<file path="src/rtl/hazard_stall_pkg.sv">
package hazard_stall_pkg;

  localparam int NUM_SRC = 2;

  typedef enum logic [1:0] {
    FWD_NONE = 2'd0,
    FWD_EX   = 2'd1,
    FWD_MEM  = 2'd2
  } fwdSel_e;

  // strobes from the operand comparators to the stall control
  typedef struct packed {
    logic [NUM_SRC-1:0] loadUseSrc;
  } hazStrobe_t;

endpackage

</file>
<file path="src/rtl/hazard_operand_cmp.sv">
module hazard_operand_cmp
  import hazard_stall_pkg::*;
#(
  parameter int REG_ADDR_W = 5
) (
  input  logic                               clk,
  input  logic                               rst,
  input  logic [NUM_SRC-1:0][REG_ADDR_W-1:0] srcAddr,
  input  logic [NUM_SRC-1:0]                 srcUsed,
  input  logic [REG_ADDR_W-1:0]              exRd,
  input  logic                               exWe,
  input  logic                               exIsLoad,
  input  logic                               exValid,
  input  logic [REG_ADDR_W-1:0]              memRd,
  input  logic                               memWe,
  input  logic                               memValid,
  output logic [NUM_SRC-1:0][1:0]            fwdSel,
  output hazStrobe_t                         strobe
);

  logic [NUM_SRC-1:0] loadUseVec;
  logic               exProducer;
  logic               memProducer;

  assign exProducer  = exValid & exWe;
  assign memProducer = memValid & memWe;

  for (genvar g = 0; g < NUM_SRC; g++) begin : gSrc
    logic srcLive;
    logic exHit;
    logic memHit;

    assign srcLive = (srcAddr[g] != '0);
    assign exHit   = srcLive & exProducer & (exRd == srcAddr[g]);
    assign memHit  = srcLive & memProducer & (memRd == srcAddr[g]);

    // youngest producer wins
    always_comb begin
      if (exHit)       fwdSel[g] = FWD_EX;
      else if (memHit) fwdSel[g] = FWD_MEM;
      else             fwdSel[g] = FWD_NONE;
    end

    assign loadUseVec[g] = exHit & exIsLoad & srcUsed[g];

    assert_zero_src_R4: assert property (@(posedge clk) disable iff (rst)
      (srcAddr[g] == '0) |-> (fwdSel[g] == FWD_NONE && !strobe.loadUseSrc[g]));

    assert_sel_legal_R3: assert property (@(posedge clk) disable iff (rst)
      fwdSel[g] != 2'd3);
  end

  assign strobe.loadUseSrc = loadUseVec;

endmodule

</file>
<file path="src/rtl/hazard_stall_ctrl.sv">
module hazard_stall_ctrl
  import hazard_stall_pkg::*;
#(
  parameter int BR_PENALTY = 2
) (
  input  logic       clk,
  input  logic       rst,
  input  hazStrobe_t strobe,
  input  logic       brTaken,
  input  logic       brDelaySlot,
  input  logic       execBusy,
  input  logic       memReq,
  input  logic       memReady,
  output logic       stallFetch,
  output logic       stallDecode,
  output logic       stallExecute,
  output logic       stallMemory,
  output logic       bubbleExecute,
  output logic       bubbleMemory,
  output logic       bubbleWriteback,
  output logic       fetchBubble
);

  localparam int CNT_W = $clog2(BR_PENALTY + 1);
  localparam logic [CNT_W-1:0] PEN_FULL = CNT_W'(BR_PENALTY);
  localparam logic [CNT_W-1:0] PEN_SLOT = CNT_W'(BR_PENALTY - 1);

  logic [CNT_W-1:0] brCnt;
  logic             brPending;
  logic             memWait;
  logic             loadUse;

  // branch penalty runs independently of other stalls so overlaps merge
  always_ff @(posedge clk) begin
    if (rst)               brCnt <= '0;
    else if (brTaken)      brCnt <= brDelaySlot ? PEN_SLOT : PEN_FULL;
    else if (brCnt != '0)  brCnt <= brCnt - CNT_W'(1);
  end

  assign brPending = (brCnt != '0);
  assign memWait   = memReq & ~memReady;
  assign loadUse   = |strobe.loadUseSrc;

  always_comb begin
    stallMemory     = memWait;
    stallExecute    = memWait | execBusy;
    stallDecode     = stallExecute | loadUse;
    stallFetch      = stallDecode | brPending;
    bubbleWriteback = memWait;
    bubbleMemory    = execBusy & ~memWait;
    bubbleExecute   = loadUse & ~stallExecute;
    fetchBubble     = brPending & ~stallDecode;
  end

  assert_stall_nest_R11: assert property (@(posedge clk) disable iff (rst)
    (!stallMemory || stallExecute) && (!stallExecute || stallDecode) &&
    (!stallDecode || stallFetch));

  assert_one_bubble_R11: assert property (@(posedge clk) disable iff (rst)
    $onehot0({bubbleExecute, bubbleMemory, bubbleWriteback, fetchBubble}));

  assert_mem_wait_R7: assert property (@(posedge clk) disable iff (rst)
    (memReq && !memReady) |-> (stallMemory && stallFetch && bubbleWriteback && !bubbleMemory));

  assert_exec_busy_R6: assert property (@(posedge clk) disable iff (rst)
    execBusy |-> (stallExecute && !bubbleExecute));

  assert_load_use_R5: assert property (@(posedge clk) disable iff (rst)
    (|strobe.loadUseSrc) |-> (stallDecode && stallFetch));

  assert_branch_stall_R8: assert property (@(posedge clk) disable iff (rst)
    (brTaken && (!brDelaySlot || BR_PENALTY > 1)) |=> stallFetch);

endmodule

</file>
<file path="src/rtl/hazard_stall_unit.sv">
module hazard_stall_unit
  import hazard_stall_pkg::*;
#(
  parameter int REG_ADDR_W = 5,
  parameter int BR_PENALTY = 2
) (
  input  logic                  clk,
  input  logic                  rst,
  input  logic [REG_ADDR_W-1:0] decRs1,
  input  logic [REG_ADDR_W-1:0] decRs2,
  input  logic                  decUseRs1,
  input  logic                  decUseRs2,
  input  logic [REG_ADDR_W-1:0] exRd,
  input  logic                  exWe,
  input  logic                  exIsLoad,
  input  logic                  exValid,
  input  logic [REG_ADDR_W-1:0] memRd,
  input  logic                  memWe,
  input  logic                  memValid,
  input  logic                  brTaken,
  input  logic                  brDelaySlot,
  input  logic                  execBusy,
  input  logic                  memReq,
  input  logic                  memReady,
  output logic                  stallFetch,
  output logic                  stallDecode,
  output logic                  stallExecute,
  output logic                  stallMemory,
  output logic                  bubbleExecute,
  output logic                  bubbleMemory,
  output logic                  bubbleWriteback,
  output logic                  fetchBubble,
  output logic [1:0]            fwdSelA,
  output logic [1:0]            fwdSelB
);

  logic [NUM_SRC-1:0][REG_ADDR_W-1:0] srcAddr;
  logic [NUM_SRC-1:0]                 srcUsed;
  logic [NUM_SRC-1:0][1:0]            fwdSel;
  hazStrobe_t                         strobe;

  assign srcAddr = {decRs2, decRs1};
  assign srcUsed = {decUseRs2, decUseRs1};
  assign fwdSelA = fwdSel[0];
  assign fwdSelB = fwdSel[1];

  hazard_operand_cmp #(.REG_ADDR_W(REG_ADDR_W)) uCmp (
    .clk(clk), .rst(rst),
    .srcAddr(srcAddr), .srcUsed(srcUsed),
    .exRd(exRd), .exWe(exWe), .exIsLoad(exIsLoad), .exValid(exValid),
    .memRd(memRd), .memWe(memWe), .memValid(memValid),
    .fwdSel(fwdSel), .strobe(strobe)
  );

  hazard_stall_ctrl #(.BR_PENALTY(BR_PENALTY)) uCtrl (
    .clk(clk), .rst(rst), .strobe(strobe),
    .brTaken(brTaken), .brDelaySlot(brDelaySlot),
    .execBusy(execBusy), .memReq(memReq), .memReady(memReady),
    .stallFetch(stallFetch), .stallDecode(stallDecode),
    .stallExecute(stallExecute), .stallMemory(stallMemory),
    .bubbleExecute(bubbleExecute), .bubbleMemory(bubbleMemory),
    .bubbleWriteback(bubbleWriteback), .fetchBubble(fetchBubble)
  );

endmodule

</file>
<file path="config.mk">
export PLATFORM = sky130hd
export DESIGN_NAME = hazard_stall_unit
export DESIGN_NICKNAME = d
export VERILOG_FILES = /design/src/rtl/hazard_stall_pkg.sv /design/src/rtl/hazard_operand_cmp.sv /design/src/rtl/hazard_stall_ctrl.sv /design/src/rtl/hazard_stall_unit.sv
export SDC_FILE = /design/constraint.sdc
export NUM_CORES = 1
export LEC_CHECK = 0
export ABC_CLOCK_PERIOD_IN_PS = 3350
export CAP_MARGIN = 15
export CORE_UTILIZATION = 34
export CTS_BUF_LIST = sky130_fd_sc_hd__clkbuf_8
export DETAILED_ROUTE_END_ITERATION = 8
export PLACE_DENSITY = 0.88
export SYNTH_ARGS = -nofsm -noshare
export SYNTH_HDL_FRONTEND = slang
export SYNTH_SLANG_ARGS = --single-unit
</file>
<file path="constraint.sdc">
create_clock -name clk -period 3.35 [get_ports clk]
set_clock_uncertainty 0.2 [all_clocks]
set_input_delay 0.8375 -clock clk [delete_from_list [all_inputs] [get_ports clk]]
set_output_delay 0.8375 -clock clk [all_outputs]
set_load 0.03 [all_outputs]
</file>
==> results of run 1 <==
==> final cells by class <==
class                      instances  area [um2]  area share (%)
tap                               15        18.8            1.54
sequential                         2        40.0            3.28
timing repair buffer              66         576            47.1
multi-input combinational         57         523            42.8
inverter                           6        22.5            1.84
clock buffer                       3        41.3            3.38
==> worst reg2reg max path: stages (launching register included) <==
cell	delay, ps
dfxtp_1	340
inv_1	50
ha_1	280
nor2_1	130
a21oi_1	50
mux2_2	260
nor2_1	80
==> cell usage after synthesis <==
master | n | area, um2
nand4_1 | 3 | 18.8
dfxtp_1 | 2 | 40.0
nor3_1 | 4 | 20.0
o21ai_0 | 2 | 10.0
mux2_2 | 1 | 11.3
or4_4 | 2 | 22.5
a21oi_1 | 2 | 10.0
o211ai_2 | 2 | 25.0
nor3b_2 | 1 | 12.5
buf_4 | 3 | 22.5
o22ai_1 | 1 | 6.26
a221oi_1 | 1 | 8.76
nand2_1 | 3 | 11.3
and2_1 | 1 | 6.26
or4_1 | 1 | 7.51
xnor2_1 | 14 | 123
and4_1 | 1 | 8.76
nand3_1 | 3 | 15.0
xor2_1 | 5 | 43.8
nand2b_1 | 1 | 6.26
nor2_1 | 7 | 26.3
ha_1 | 1 | 12.5
inv_1 | 6 | 22.5
o32a_2 | 1 | 11.3
==> metrics by stage <==
step / instance area, um2 / power [mW] / TNS, ps / setup WS [ps] / instances
2_1_floorplan: 502 / 0.0901 / 0 / 1.93 / 68
3_3_place_gp: 1090 / 0.171 / -2500 / -541 / 145
3_5_place_dp: 1090 / 0.177 / -3090 / -625 / 145
4_1_cts: 1160 / 0.279 / -12.7 / -12.7 / 149
5_1_grt: 1220 / 0.307 / -126 / -44.4 / 149
6_report: 1220 / 0.291 / -32.6 / -32.6 / 149
==> path summary, 6_finish.rpt <==
check        slack (ps)  cells past startpoint                     endpoint                   startpoint
min                 450                      4  uCtrl.brCnt[0]$_SDFFE_PP0P_  uCtrl.brCnt[0]$_SDFFE_PP0P_
max                 -30                      7                  fetchBubble                    decRs2[2]
max reg2reg        1900                      6  uCtrl.brCnt[1]$_SDFFE_PP0P_  uCtrl.brCnt[0]$_SDFFE_PP0P_
min reg2reg         450                      4  uCtrl.brCnt[0]$_SDFFE_PP0P_  uCtrl.brCnt[0]$_SDFFE_PP0P_
==> kinds of logic (layout without fill, tap and decap cells) <==
logic type	Yosys count	count (layout)
AND/OR/NAND/NOR	27	27
XOR/XNOR	19	19
AO/OA/AOI/OAI	9	9
buffers and inverters	9	75
flip-flops	2	2
adder cells (fa/ha/maj)	1	1
multiplexers	1	1
==> layer usage <==
metal,up-vias,GRT usage [%],share of wire [%]
met5,-,0,0
met2,60,60.7,52
met3,16,6.67,7.8
met1,397,35.3,36
li1,373,-,-
met4,0,24.2,4.7
==> power by group through the flow <==
| stage | Combinational [mW] | Sequential [mW] | Clock [mW] |
|---|---|---|---|
| after floorplan | 0.0621 | 0.0280 | 0 |
| after global placement | 0.142 | 0.0281 | 0 |
| after detailed placement | 0.148 | 0.0282 | 0 |
| after CTS | 0.151 | 0.0279 | 0.100 |
| after global routing | 0.175 | 0.0282 | 0.104 |
| final | 0.165 | 0.0283 | 0.0975 |
==> timing repair <==
action,CTS,global route
setup endpoints to repair,9,7
gates resized for setup,62,18
buffers inserted,1,0
cloned,0,0
pin swaps,9,5
==> impl_metrics.csv, run 1 <==
group,metric,value,unit
detailed_routing,routed_wl,2790,um
status,violations,"negative setup slack",
synthesis,synth_cell_types,24,
synthesis,ys_seq_area_share,7.98,%
detailed_routing,wl_per_cell,18.7,um
finish,final_cell_mix,"buf_4 (23), clkdlybuf4s50_1 (14), dlygate4sd2_1 (10), xnor2_1 (8)",
clocking,cts.sinks,2,
power_and_ir_drop,swShare,35.2,%
power_and_ir_drop,combPwrFrac,56.8,%
setup_path,critical_path.max_stage_delay,560,ps
finish,post-route-util,91.6,%
detailed_routing,drc,0,
setup_path,cp-start-kind,"input pin",
clocking,cts.htree.levels,1,
clocking,path_clk_slew,30,ps
finish,n_antenna_cell,0,
clocking,cts_hold_buf,0,
detailed_routing,viasPerCell,5.68,
synthesis,synth_compound_area_share,14.2,%
timing,rsz0062_at_grt,"yes",
placement,dp_hpwl,1800,um
finish,area_growth,143,%
floorplan,die_h,40.4,um
synthesis,avgSynthCellArea,7.38,um2
synthesis,ys_seq_elements,2,
synthesis,syn_area,502,um2
timing,fin_hold_ws,450,ps
clocking,cts_made_buffers,3,
hold_path,min_path_type,"reg -> reg",
synthesis,synth_fa_ha_area_share,2.49,%
floorplan,die_width,40.4,um
finish,largest_register_ffs,2,
power_and_ir_drop,p_leak,0.595,nW
detailed_routing,vias,846,
synthesis,ys_warn_count,0,
timing,final.period_utilization,101,%
grt,antenna_found_initial,0,
status,outcome,"finished, violations left",
timing,min_period,3380,ps
clocking,max-clock-path-buffers,2,
floorplan,dieArea,1630,um2
detailed_routing,first_pass_iters,4,
timing,tightest_slew,342,ps
power_and_ir_drop,power.switching,103,uW
timing,clock.fmax,0.296,GHz
finish,fin_nets,171,
timing,setup_viol,1,
timing,setup_slack,-32.6,ps
detailed_routing,ant_nets,0,
placement,place.gp.congestion,0.772,
clocking,worstSkewPairLatency,210,ps
grt,grt_pass1_wl,3600,um
synthesis,synth_top_family_by_area,"XOR/XNOR gates",
power_and_ir_drop,powerDensity,238,nW/um2
synthesis,yosys.area_share.simple,30.9,%
setup_path,critPathKind,"in -> out",
flow_run,maxCapViolations,0,
timing,relSlewSlack,77.2,%
clocking,cts-root-buf,"clkbuf_8",
power_and_ir_drop,pwr-share-seq,9.7,%
setup_path,slowest_stage,"or4_4",
floorplan,rows,13,
setup_path,path_delay_family,"simple AND/OR/NAND/NOR gates",
setup_path,cp.buffers_inverters,3,
grt,track_usage,34.2,%
synthesis,synthXorXnorAreaFrac,33.2,%
power_and_ir_drop,clkPwrFrac,33.5,%
synthesis,synthMuxAreaShare,2.24,%
finish,reg_top3,"uCtrl.brCnt: 2 flops",
detailed_routing,drt_iter0_drc,35,
setup_path,path_cells,"buf_6 > or4_4 > o211ai_4 > o32a_4 > buf_6 > nor3b_4 > buf_6",
grt,grt_start_max_net_pins,6,
setup_path,cp.arrival,2350,ps
synthesis,synth_cells,68,
setup_path,cp-end-kind,"output pin",
placement,io_buffers,45,
power_and_ir_drop,ir_worst_vdd,302,uV
setup_path,cp_common_cell,"buf_6",
finish,num-fill-cells,51,
power_and_ir_drop,p_int,189,uW
synthesis,syn_nets,103,
grt,grt_overflow,0,
finish,largest_register,"uCtrl.brCnt",
setup_path,worstPathRequired,2310,ps
floorplan,ioPinCount,46,
grt,grt_pass1_vias,801,
floorplan,coreArea,1330,um2
timing,maxSlewViolCount,0,
timing,finalHoldViolCount,0,
clocking,cts_tree,"built",
finish,layout_commonest_cell,"buf_4",
setup_path,crit_fanout,3,
finish,drive_gt1_share,43.3,%
floorplan,start_util,37.6,%
No activity file was read; power rests on OpenSTA's default activity.
==> inputs of run 2 (changes only) <==
Settings changed: CORE_MARGIN set to 3, SLEW_MARGIN set to 20.
==> impl_metrics.csv, run 2 (synthesis gave the netlist of run 1 again) <==
group,metric,value,unit
detailed_routing,vias,758,
floorplan,dieArea,1970,um2
power_and_ir_drop,p_leak,0.567,nW
detailed_routing,viasPerCell,5.23,
floorplan,ioPinCount,46,
clocking,cts_tree,"built",
finish,final_cell_mix,"buf_4 (19), clkdlybuf4s50_1 (15), dlygate4sd2_1 (10), xnor2_1 (9), buf_2 (8)",
power_and_ir_drop,ir_worst_vdd,284,uV
floorplan,die_width,44.4,um
grt,grt_pass1_vias,776,
flow_run,maxCapViolations,0,
clocking,worstSkewPairLatency,200,ps
placement,dp_slack,-615,ps
hold_path,min_path_type,"reg -> reg",
clocking,cts-root-buf,"clkbuf_8",
timing,setup_viol,0,
finish,n_antenna_cell,0,
clocking,max-clock-path-buffers,2,
setup_path,cp.arrival,2280,ps
finish,area_growth,136,%
hold_path,worstHoldStart,"uCtrl.brCnt[1]$_SDFFE_PP0P_",
finish,num-fill-cells,68,
grt,grt_overflow,0,
detailed_routing,drt_iter0_drc,12,
finish,fin_nets,167,
placement,io_buffers,45,
clocking,path_clk_slew,30,ps
setup_path,cp-startpoint,"decRs1[2]",
timing,tightest_slew,356,ps
detailed_routing,drc,0,
setup_path,crit_fanout,4,
timing,final.period_utilization,99.0,%
setup_path,reg2reg_from,"uCtrl.brCnt[0]$_SDFFE_PP0P_",
timing,setup_slack,34.0,ps
timing,min_period,3320,ps
clocking,cts.sinks,2,
grt,antenna_found_initial,0,
placement,place.gp.congestion,0.931,
setup_path,cp-start-kind,"input pin",
grt,grt_start_max_net_pins,6,
floorplan,die_h,44.4,um
clocking,cts_made_buffers,3,
setup_path,cp-end-kind,"output pin",
detailed_routing,ant_nets,0,
timing,clock.fmax,0.302,GHz
setup_path,worstPathRequired,2310,ps
detailed_routing,routed_wl,2300,um
placement,dp_hpwl,1730,um
finish,largest_register,"uCtrl.brCnt",
finish,post-route-util,87.7,%
detailed_routing,wl_per_cell,15.9,um
detailed_routing,first_pass_iters,4,
finish,drive_gt1_share,41.5,%
timing,maxSlewViolCount,0,
finish,reg_top3,"uCtrl.brCnt: 2 flops",
clocking,cts.htree.levels,1,
setup_path,critPathKind,"in -> out",
status,outcome,"completed",
finish,layout_commonest_cell,"buf_4",
timing,finalHoldViolCount,0,
power_and_ir_drop,powerDensity,232,nW/um2
timing,setup_tns,0,ps
floorplan,start_util,37.2,%
floorplan,coreArea,1350,um2
grt,track_usage,23.3,%
finish,largest_register_ffs,2,
grt,grt_pass1_wl,3370,um
floorplan,rows,13,
timing,relSlewSlack,76.4,%
[run 2: cell types whose count changed in the layout (fill, tap and decap cells not counted), sizes merged]
cell | previous run | this run
buf | 35 | 31
clkdlybuf4s15 | 1 | 0
clkdlybuf4s50 | 14 | 15
[run 2: stage by stage]
stage | power (mW) | hold WS, ps | area (um2) | instances
final | 0.275 | 439 | 1180 | 145
after global routing | 0.291 | 502 | 1180 | 145
after CTS | 0.269 | 447 | 1140 | 144
after detailed placement | 0.173 | 437 | 1070 | 142
after global placement | 0.170 | 427 | 1070 | 142
after floorplan | 0.0901 | 392 | 502 | 68
[run 2: what timing repair did]
action | 4_1_cts | 5_1_grt
hold endpoints to repair | 0 | 0
setup buffers | 0 | 1
resized for setup | 72 | 15
endpoints found under the setup margin | 9 | 8
cloned | 0 | 0
hold buffers | 0 | 0
pin swaps | 10 | 7
[run 2: report_power, final]
part | internal [mW] | leakage [nW] | total [mW] | switching [mW]
Combinational | 0.0815 | 0.529 | 0.156 | 0.0745
Clock | 0.0756 | 0.0216 | 0.0905 | 0.0149
Sequential | 0.0266 | 0.0166 | 0.0280 | 0.00135
Total | 0.184 | 0.567 | 0.275 | 0.0908
[run 2: final timing paths]
check / to / slack (ps) / depth (start not counted)
setup / recovery: fwdSelA[1] / 30 / 6
hold reg to reg: uCtrl.brCnt[1]$_SDFFE_PP0P_ / 440 / 3
hold / removal: uCtrl.brCnt[1]$_SDFFE_PP0P_ / 440 / 3
setup reg to reg: uCtrl.brCnt[1]$_SDFFE_PP0P_ / 1930 / 6
[run 2: layer usage]
metal	global-route usage, %	vias up	share of wire [%]
li1	-	363	-
met1	25.4	355	39
met2	43.3	36	53
met3	3.66	4	6.0
met4	10.2	0	2.0
met5	0	-	0
[run 2: layout make-up]
type / count / area, um2 / share of cell area, %
Sequential cell: 2 / 40.0 / 3.38
Timing Repair Buffer: 62 / 533 / 45.0
Tap cell: 15 / 18.8 / 1.59
Clock buffer: 3 / 41.3 / 3.49
Inverter: 6 / 22.5 / 1.90
Multi-Input combinational cell: 57 / 528 / 44.6
[run 2: critical path, cell delays in order]
cell and delay [ps]:
dlygate4sd2_1 290, buf_6 150, o22ai_1 80, or4_4 550
nor3_4 220, buf_6 150
